`src/rtl/sfr_pkg.sv`:
```
package sfr_pkg;

    typedef enum logic [1:0] {
        ST_IDLE  = 2'd0,
        ST_SHIFT = 2'd1,
        ST_FULL  = 2'd2
    } rx_state_e;

    // bit positions inside the synchronised input vector
    localparam int unsigned PIN_SYNC = 0;
    localparam int unsigned PIN_SCLK = 1;
    localparam int unsigned PIN_DIN  = 2;
    localparam int unsigned PIN_CNT  = 3;

endpackage

```
`src/rtl/sfr_sync.sv`:
```
module sfr_sync #(
    parameter int unsigned WIDTH  = 3,
    parameter int unsigned STAGES = 2,
    parameter logic [WIDTH-1:0] RESET_VAL = '0
) (
    input  logic             clk,
    input  logic             rst_n,
    input  logic [WIDTH-1:0] async_in,
    output logic [WIDTH-1:0] sync_out
);

    logic [STAGES-1:0][WIDTH-1:0] stage_q;

    always_ff @(posedge clk or negedge rst_n) begin
        if (!rst_n) begin
            stage_q <= {STAGES{RESET_VAL}};
        end else begin
            stage_q[0] <= async_in;
            for (int i = 1; i < STAGES; i++) begin
                stage_q[i] <= stage_q[i-1];
            end
        end
    end

    assign sync_out = stage_q[STAGES-1];

endmodule

```
`src/rtl/sfr_edge.sv`:
```
module sfr_edge #(
    parameter int unsigned WIDTH = 1,
    parameter logic [WIDTH-1:0] RESET_VAL = '0,
    parameter bit RISING = 1'b1
) (
    input  logic             clk,
    input  logic             rst_n,
    input  logic [WIDTH-1:0] level,
    output logic [WIDTH-1:0] pulse
);

    logic [WIDTH-1:0] prev_q;

    always_ff @(posedge clk or negedge rst_n) begin
        if (!rst_n) begin
            prev_q <= RESET_VAL;
        end else begin
            prev_q <= level;
        end
    end

    generate
        if (RISING) begin : g_rise
            assign pulse = level & ~prev_q;
        end else begin : g_fall
            assign pulse = ~level & prev_q;
        end
    endgenerate

endmodule

```
`src/rtl/sfr_shifter.sv`:
```
module sfr_shifter #(
    parameter int unsigned WORD_W = 16,
    localparam int unsigned CNT_W = $clog2(WORD_W + 1)
) (
    input  logic              clk,
    input  logic              rst_n,
    input  logic              clear,
    input  logic              shift_en,
    input  logic              bit_in,
    output logic [WORD_W-1:0] shift_word,
    output logic [CNT_W-1:0]  bit_cnt,
    output logic              last_bit
);

    localparam logic [CNT_W-1:0] LAST_IDX = CNT_W'(WORD_W - 1);

    logic [WORD_W-1:0] sreg_q;
    logic [CNT_W-1:0]  cnt_q;

    always_ff @(posedge clk or negedge rst_n) begin
        if (!rst_n) begin
            sreg_q <= '0;
            cnt_q  <= '0;
        end else if (clear) begin
            cnt_q  <= '0;
        end else if (shift_en) begin
            sreg_q <= {sreg_q[WORD_W-2:0], bit_in};
            cnt_q  <= cnt_q + 1'b1;
        end
    end

    assign shift_word = sreg_q;
    assign bit_cnt    = cnt_q;
    assign last_bit   = (cnt_q == LAST_IDX);

endmodule

```
`src/rtl/sfr_fsm.sv`:
```
module sfr_fsm
    import sfr_pkg::*;
(
    input  logic clk,
    input  logic rst_n,
    input  logic frame_start,
    input  logic frame_stop,
    input  logic bit_strobe,
    input  logic last_bit,
    output logic clear_cnt,
    output logic shift_en,
    output logic commit,
    output logic abort
);

    rx_state_e state_q;
    rx_state_e state_d;

    // state register
    always_ff @(posedge clk or negedge rst_n) begin
        if (!rst_n) begin
            state_q <= ST_IDLE;
        end else begin
            state_q <= state_d;
        end
    end

    // next state
    always_comb begin
        state_d = state_q;
        unique case (state_q)
            ST_IDLE: begin
                if (frame_start) state_d = ST_SHIFT;
            end
            ST_SHIFT: begin
                if (frame_stop)                  state_d = ST_IDLE;
                else if (bit_strobe && last_bit) state_d = ST_FULL;
            end
            ST_FULL: begin
                if (frame_stop) state_d = ST_IDLE;
            end
            default: state_d = ST_IDLE;
        endcase
    end

    // control outputs
    always_comb begin
        clear_cnt = 1'b0;
        shift_en  = 1'b0;
        commit    = 1'b0;
        abort     = 1'b0;
        unique case (state_q)
            ST_IDLE: begin
                clear_cnt = frame_start;
            end
            ST_SHIFT: begin
                abort    = frame_stop;
                shift_en = bit_strobe && !frame_stop;
            end
            ST_FULL: begin
                commit = frame_stop;
            end
            default: begin
                clear_cnt = 1'b0;
            end
        endcase
    end

endmodule

```
`src/rtl/sync_frame_rx.sv`:
```
module sync_frame_rx
    import sfr_pkg::*;
#(
    parameter int unsigned WORD_W      = 16,
    parameter int unsigned SYNC_STAGES = 2
) (
    input  logic              clk,
    input  logic              rst_n,
    input  logic              sclk_in,
    input  logic              sync_n_in,
    input  logic              din_in,
    output logic              word_valid,
    output logic [WORD_W-1:0] word,
    output logic              frame_error
);

    localparam int unsigned CNT_W = $clog2(WORD_W + 1);
    localparam logic [PIN_CNT-1:0] IDLE_PINS = PIN_CNT'(1) << PIN_SYNC;

    logic [PIN_CNT-1:0] raw_pins;
    logic [PIN_CNT-1:0] pins_s;
    logic [1:0]         rise_pulse;
    logic [0:0]         fall_pulse;

    logic              clear_cnt;
    logic              shift_en;
    logic              commit;
    logic              abort;
    logic              last_bit;
    logic [CNT_W-1:0]  bit_cnt;
    logic [WORD_W-1:0] shift_word;

    logic              valid_q;
    logic              error_q;
    logic [WORD_W-1:0] word_q;

    always_comb begin
        raw_pins           = '0;
        raw_pins[PIN_SYNC] = sync_n_in;
        raw_pins[PIN_SCLK] = sclk_in;
        raw_pins[PIN_DIN]  = din_in;
    end

    sfr_sync #(
        .WIDTH     (PIN_CNT),
        .STAGES    (SYNC_STAGES),
        .RESET_VAL (IDLE_PINS)
    ) u_sync (
        .clk      (clk),
        .rst_n    (rst_n),
        .async_in (raw_pins),
        .sync_out (pins_s)
    );

    // bit 0: frame select end, bit 1: serial clock rise
    sfr_edge #(
        .WIDTH     (2),
        .RESET_VAL (2'b01),
        .RISING    (1'b1)
    ) u_rise (
        .clk   (clk),
        .rst_n (rst_n),
        .level ({pins_s[PIN_SCLK], pins_s[PIN_SYNC]}),
        .pulse (rise_pulse)
    );

    sfr_edge #(
        .WIDTH     (1),
        .RESET_VAL (1'b1),
        .RISING    (1'b0)
    ) u_fall (
        .clk   (clk),
        .rst_n (rst_n),
        .level (pins_s[PIN_SYNC]),
        .pulse (fall_pulse)
    );

    sfr_fsm u_fsm (
        .clk         (clk),
        .rst_n       (rst_n),
        .frame_start (fall_pulse[0]),
        .frame_stop  (rise_pulse[0]),
        .bit_strobe  (rise_pulse[1]),
        .last_bit    (last_bit),
        .clear_cnt   (clear_cnt),
        .shift_en    (shift_en),
        .commit      (commit),
        .abort       (abort)
    );

    sfr_shifter #(
        .WORD_W (WORD_W)
    ) u_shift (
        .clk        (clk),
        .rst_n      (rst_n),
        .clear      (clear_cnt),
        .shift_en   (shift_en),
        .bit_in     (pins_s[PIN_DIN]),
        .shift_word (shift_word),
        .bit_cnt    (bit_cnt),
        .last_bit   (last_bit)
    );

    always_ff @(posedge clk or negedge rst_n) begin
        if (!rst_n) begin
            valid_q <= 1'b0;
            error_q <= 1'b0;
            word_q  <= '0;
        end else begin
            valid_q <= commit;
            error_q <= abort;
            if (commit) word_q <= shift_word;
        end
    end

    assign word_valid  = valid_q;
    assign frame_error = error_q;
    assign word        = word_q;

endmodule


```
`config.mk`:
```
export PLATFORM = sky130hd
export DESIGN_NAME = sync_frame_rx
export DESIGN_NICKNAME = d
export VERILOG_FILES = /design/src/rtl/sfr_pkg.sv /design/src/rtl/sfr_sync.sv /design/src/rtl/sfr_edge.sv /design/src/rtl/sfr_shifter.sv /design/src/rtl/sfr_fsm.sv /design/src/rtl/sync_frame_rx.sv
export SDC_FILE = /design/constraint.sdc
export NUM_CORES = 1
export LEC_CHECK = 0
export BUFFER_PORTS_ARGS = -buffer_cell sky130_fd_sc_hd__buf_2
export CAP_MARGIN = 20
export CORE_AREA = 2 2 87 97
export CTS_CLUSTER_SIZE = 8
export DETAILED_ROUTE_END_ITERATION = 8
export DIE_AREA = 0 0 89 99
export PLACE_DENSITY = 0.46
export SLEW_MARGIN = 20
export SYNTH_ARGS = -nofsm -noshare
export SYNTH_HDL_FRONTEND = slang
export SYNTH_SLANG_ARGS = --single-unit
```
`constraint.sdc`:
```
create_clock -name clk -period 1.81 [get_ports clk]
set_input_delay 0.181 -clock clk [delete_from_list [all_inputs] [get_ports clk]]
set_output_delay 0.181 -clock clk [all_outputs]
set_load 0.05 [all_outputs]
```
Yosys cells after proc, flatten, opt, wreduce, memory -nomap -nowiden
Index checks and enable logic that the tools add are counted.
Word-level totals
  memories: 0
  input bits: 5
  memory bits (read-only): 0
  latch bits: 0
  memory bits (writable): 0
  word-level logic and storage cells: 40
  flip-flop bits (word level): 50
  output and inout bits: 18
Operators by class
  shift operators: 0
  multiply operators: 0
  bitwise gates (word level): 5
  order comparisons: 0
  eq/ne operators: 6
  $add $sub $neg: 1
  mux-type cells: 11
  reduce and logical (&&, ||, !) cells: 7
  div/mod/pow operators: 0
Operator list (count)
  5-bit two-way mux: 2
  2-bit two-way mux: 4
  2-bit case mux with 3 select lines: 1
  5-bit by 1-bit adder with 5-bit output (second input constant): 1
  5-bit by 4-bit equality test with 1-bit output (second input constant): 1
  1-bit two-way mux: 4
  3-bit by 2-bit inequality test with 1-bit output (second input constant): 1
  3-bit AND reduction: 1
  2-bit AND: 1
  2-bit by 1-bit equality test with 1-bit output (second input constant): 1
  2-bit equality test (second input constant): 1
  1-bit logical AND: 2
  2-bit logical NOT: 1
  2-bit by 1-bit inequality test with 1-bit output (second input constant): 1
  2-bit inequality test (second input constant): 1
  1-bit NOT: 2
  2-bit NOT: 1
  2-bit AND reduction: 1
  2-bit nonzero test: 1
  1-bit AND: 1
  1-bit logical NOT: 1

Depth between registers and ports, before layout
  depth in word-level cells: 7
  depth in mapped cells: 5
  depth with buffers taken out: 5

Cells and area by module
A second synthesis with hierarchy kept.
Second synthesis, totals
  cells, all modules: 123
  area, all modules: 2038.2 um2
By module, submodules not included
  sfr_shifter: area an instance 923.4 um2, seq. area each 525.5 um2, cells each 58, times used 1
  sync_frame_rx: area an instance 699.4 um2, seq. area each 450.4 um2, cells each 36, times used 1
  sfr_sync: area an instance 175.2 um2, seq. area each 152.6 um2, cells each 9, times used 1
  sfr_fsm: area an instance 121.4 um2, seq. area each 50.0 um2, cells each 14, times used 1
  sfr_edge (u_rise): area an instance 78.8 um2, seq. area each 51.3 um2, cells each 4, times used 1
  sfr_edge (u_fall): area an instance 40.0 um2, seq. area each 26.3 um2, cells each 2, times used 1

Worst setup path before layout
Ideal clock, no wire load.
  path kind: reg-to-reg
  from: reg u_sync.stage_q (netlist bit u_sync.sync_out[0])
  to: reg u_shift.sreg_q[10] (netlist: u_shift.shift_word[10])
  setup slack: 0.224 ns
  period minus slack after synthesis: 1.586 ns
  library setup time: 0.125 ns
  path buffers: 1
  arrival time: 1.461 ns
  stages on the path, launching flop included: 5
  required time: 1.685 ns
  cells stage by stage: dfstp_2 -> or2b_2 -> nand2_4 -> buf_6 -> mux2_4
On the way
  word-level cells in the longest chain between the ends: 5
  elaborated cells on any way between the ends: 9
  those cells by class: 2 x mux; 4 x bitwise; 3 x reduce/logical
Ends and longest elaborated chain
  start, declared: RTL line sfr_sync.sv:12  | logic [STAGES-1:0][WIDTH-1:0] stage_q;
  start signal, assigned: RTL line sfr_sync.sv:16  | stage_q <= {STAGES{RESET_VAL}};
  start signal, assigned by index: RTL line sfr_sync.sv:20  | stage_q[i] <= stage_q[i-1];
  2-bit AND or 1-bit NOT (tied branches): RTL line sfr_edge.sv:24, sfr_edge.sv:26
  1-bit logical NOT or 1-bit AND (tied branches): RTL line sfr_fsm.sv:58, sfr_edge.sv:26
  1-bit logical AND or 1-bit two-way mux (tied branches): RTL line sfr_fsm.sv:58, sfr_fsm.sv:52
  1-bit two-way mux or 1-bit NOT (tied branches)
  2-bit AND reduction (no source line) (*)
  end signal, assigned: RTL line sfr_shifter.sv:27  | sreg_q <= {sreg_q[WORD_W-2:0], bit_in};
  end, declared: RTL line sfr_shifter.sv:17  | logic [WORD_W-1:0] sreg_q;
Every way passes the cells marked *; elsewhere a longest branch is shown, timed or not.
A chain may end at the register's enable or synchronous reset.

Worst setup path after layout
  from: reg u_sync.stage_q (netlist bit u_sync.sync_out[0])
  to: reg u_shift.sreg_q[2] (netlist: u_shift.shift_word[2])
The elaborated chain is that of the path after synthesis.

==> out/summary.txt <==
Post-Place Cells: 245
Tmin final: 1.66 ns
Rel. slew slack: 0.610
Largest net degree at the start of global routing: 47
Comb pwr share: 0.068
Sequential share of power: 0.574
Max-cap violations: 0
Drt total wl: 2890 um
Worst-path cell chain: or2b_2, nand2_4, mux2_2
DR vias/cell: 3.82
Vias in the first global route: 1,035
Final Slew Violations: 0
Die area: 0.00881 sq mm
Final TNS setup: 0 ns
Cell internal pwr: 1680 uW
Worst setup EP type: register
Ant diodes: 0
Commonest cells after routing, fill and taps aside: dfrtp_1 (46), buf_2 (22), mux2_4 (16), mux2_2 (16)
Clk Latency, worst-skew pair: 0.30 ns
H-tree depth: 2
# port buffers: 22
Slowest stage cell, crit path: dfstp_2
Clk slew on worst S/H paths: 0.09 ns
Sequential-to-total area share from yosys stat: 0.644
Leakage: 0.00119 uW
Most common cell after layout, fill and taps aside: dfrtp_1
FP Rows: 34
Worst path top cell family by delay: simple AND/OR/NAND/NOR gates
Gate Count Post-Synth: 116
Warnings, synthesis: 0
Drt first pass iters: 3
Max stage delay on crit path: 0.56 ns
CTS Sinks: 49
Post-cts resize count: 0
ANT nets after route: 0
GRT Util Overall: 0.0731
Layout cell share with drive strength beyond 1: 0.470
Hpwl dp: 2000 um
CTS Root Cell: clkbuf_8
HP Class: in -> async
Post-Route Utilization: 0.295
Crit path depth: 3
Reg2reg end: u_shift.shift_word[2]
Top cells by area, synth: dfrtp_1 (60%), mux2_4 (13%), mux2_2 (9.4%)
CTS Buf Count: 5
Tot Pwr: 2170 uW
Cell Area, Synth: 0.00191 sq mm
Skew final: 0.0101 ns
Cell depth of the worst flop-to-flop path: 3
R2r startpoint: u_sync.sync_out[0]
Final setup fails: 0
Area growth syn-to-layout: 20.7%
Status: complete, no violations
Worst EP arrival: 1.84 ns
Buf+Inv Stages, Crit Path: 0
Net Count, Synth: 123
Final hold vios: 0
Initial core utilization: 0.244
Pwr per Cell Area: 940 mW/mm^2
Top cell type's share of synthesized area: 0.602
Core area: 0.00783 sq mm
Crit. Startpoint: u_sync.sync_out[0]
Sw Share: 0.227
GPL Wtd Cong: 0.721
Crit path launch type: register
CP Class: reg -> reg
Final Non-Filler Cells: 257
First-pass GRT wire length: 4930 um
Chip width: 89 um
WP data required: 2.00 ns
CP Max Fanout: 19
Fin crit share: 0.915
Hold_ws: 0.197 ns
Yosys top cell by area: dfrtp_1
Antenna violations before repair: 0
Via count: 982
DRC viols: 0
Mean area per synthesized cell: 16.5 sq um
Congestion Overflow GR: 0
RSZ-0062 raised after global routing: false
VDD IR-drop max: 0.310 mV
Tightest Pin Transition: 0.585 ns
Worst setup path endpoint: u_shift.shift_word[2]
P_sw: 492 uW
Clock buffer depth: 2
Average wire per standard cell: 11.2 um
FMAX: 604 MHz
Boundary Pins: 23
Distinct cell type count after synthesis: 23
Initial DRC count: 9
Clock tree from TritonCTS: built
Clock share of power: 0.358
Number of nets in the layout: 155
Die Y: 99 um
Flop2flop setup slack: 0.15 ns
#FFs+latches synth: 49
layer usage:
metal	GRT usage	routed length, um
met1	0.0903	1320
met2	0.117	1440
met5	0	0
met3	0.0251	109
met4	0.0276	24
cells by family (layout without fill, tap and decap cells):
family | after synthesis | count (layout) | share of synthesized area
adder cells (fa/ha/maj) | 2 | 2 | 0.0131
flip-flops | 49 | 49 | 0.644
multiplexers | 37 | 37 | 0.246
buffers and inverters | 6 | 39 | 0.0216
AND/OR/NAND/NOR | 20 | 20 | 0.0701
AO/OA/AOI/OAI | 2 | 2 | 0.00524
registers in the layout, summed over array words and instances (netlist names):
register	count
u_shift.bit_cnt	5
frame_error	1
u_sync.sync_out	3
u_fsm.state_q	2
u_rise.prev_q	2
word_valid	1
u_sync.stage_q	3
u_shift.shift_word	16
word	16
power groups by stage:
| stage | clock [uW] | sequential, uW | combinational (uW) |
|---|---|---|---|
| detailed placement | 0 | 1270 | 148 |
| global route | 852 | 1260 | 170 |
| global placement | 0 | 1260 | 138 |
| CTS | 807 | 1250 | 154 |
| floorplan | 0 | 1250 | 102 |
| finish | 775 | 1240 | 148 |
area by class of cell:
| class | instances | area (sq um) |
|---|---|---|
| Inverter | 3 | 11.3 |
| Clock buffer | 5 | 68.8 |
| Sequential cell | 49 | 1230 |
| Timing Repair Buffer | 28 | 178 |
| Tap cell | 108 | 135 |
| Clock inverter | 3 | 43.8 |
| Fill cell | 814 | 5520 |
| Multi-Input combinational cell | 61 | 639 |
worst min path at each step:
stage | start | to | slack [ns] | cells past startpoint
floorplan | rst_n | frame_error | -0.11 | 0
global placement | rst_n | word[7] | -0.02 | 1
detailed placement | rst_n | word[7] | -0.01 | 1
CTS | rst_n | word[10] | 0.19 | 2
global route | rst_n | word[10] | 0.21 | 2
finish | rst_n | word[10] | 0.20 | 2
stage by stage:
step                area (sq um)  setup WS, ns
floorplan                   1910         0.224
global placement            2150         0.179
detailed placement          2150         0.145
CTS                         2310         0.131
global route                2310        0.0869
finish                      2310         0.154
cells in the mapped netlist (all sizes together):
cell     n
mux2i    5
mux2    32
and2     1
and3     2
inv      3
and4bb   1
nor4     1
dfstp    3
buf      3
dfrtp   46
nor2     1
nand3    2
or2b     1
nand2    6
or4b     1
and4b    1
nor2b    2
a21oi    2
ha       2
nor3b    1
what timing repair did:
item / in CTS / in global routing
hold endpoints to repair: 6 / 0
setup buffers: 0 / 0
hold buffers: 4 / 0
Power figures use the tool's default switching activity.
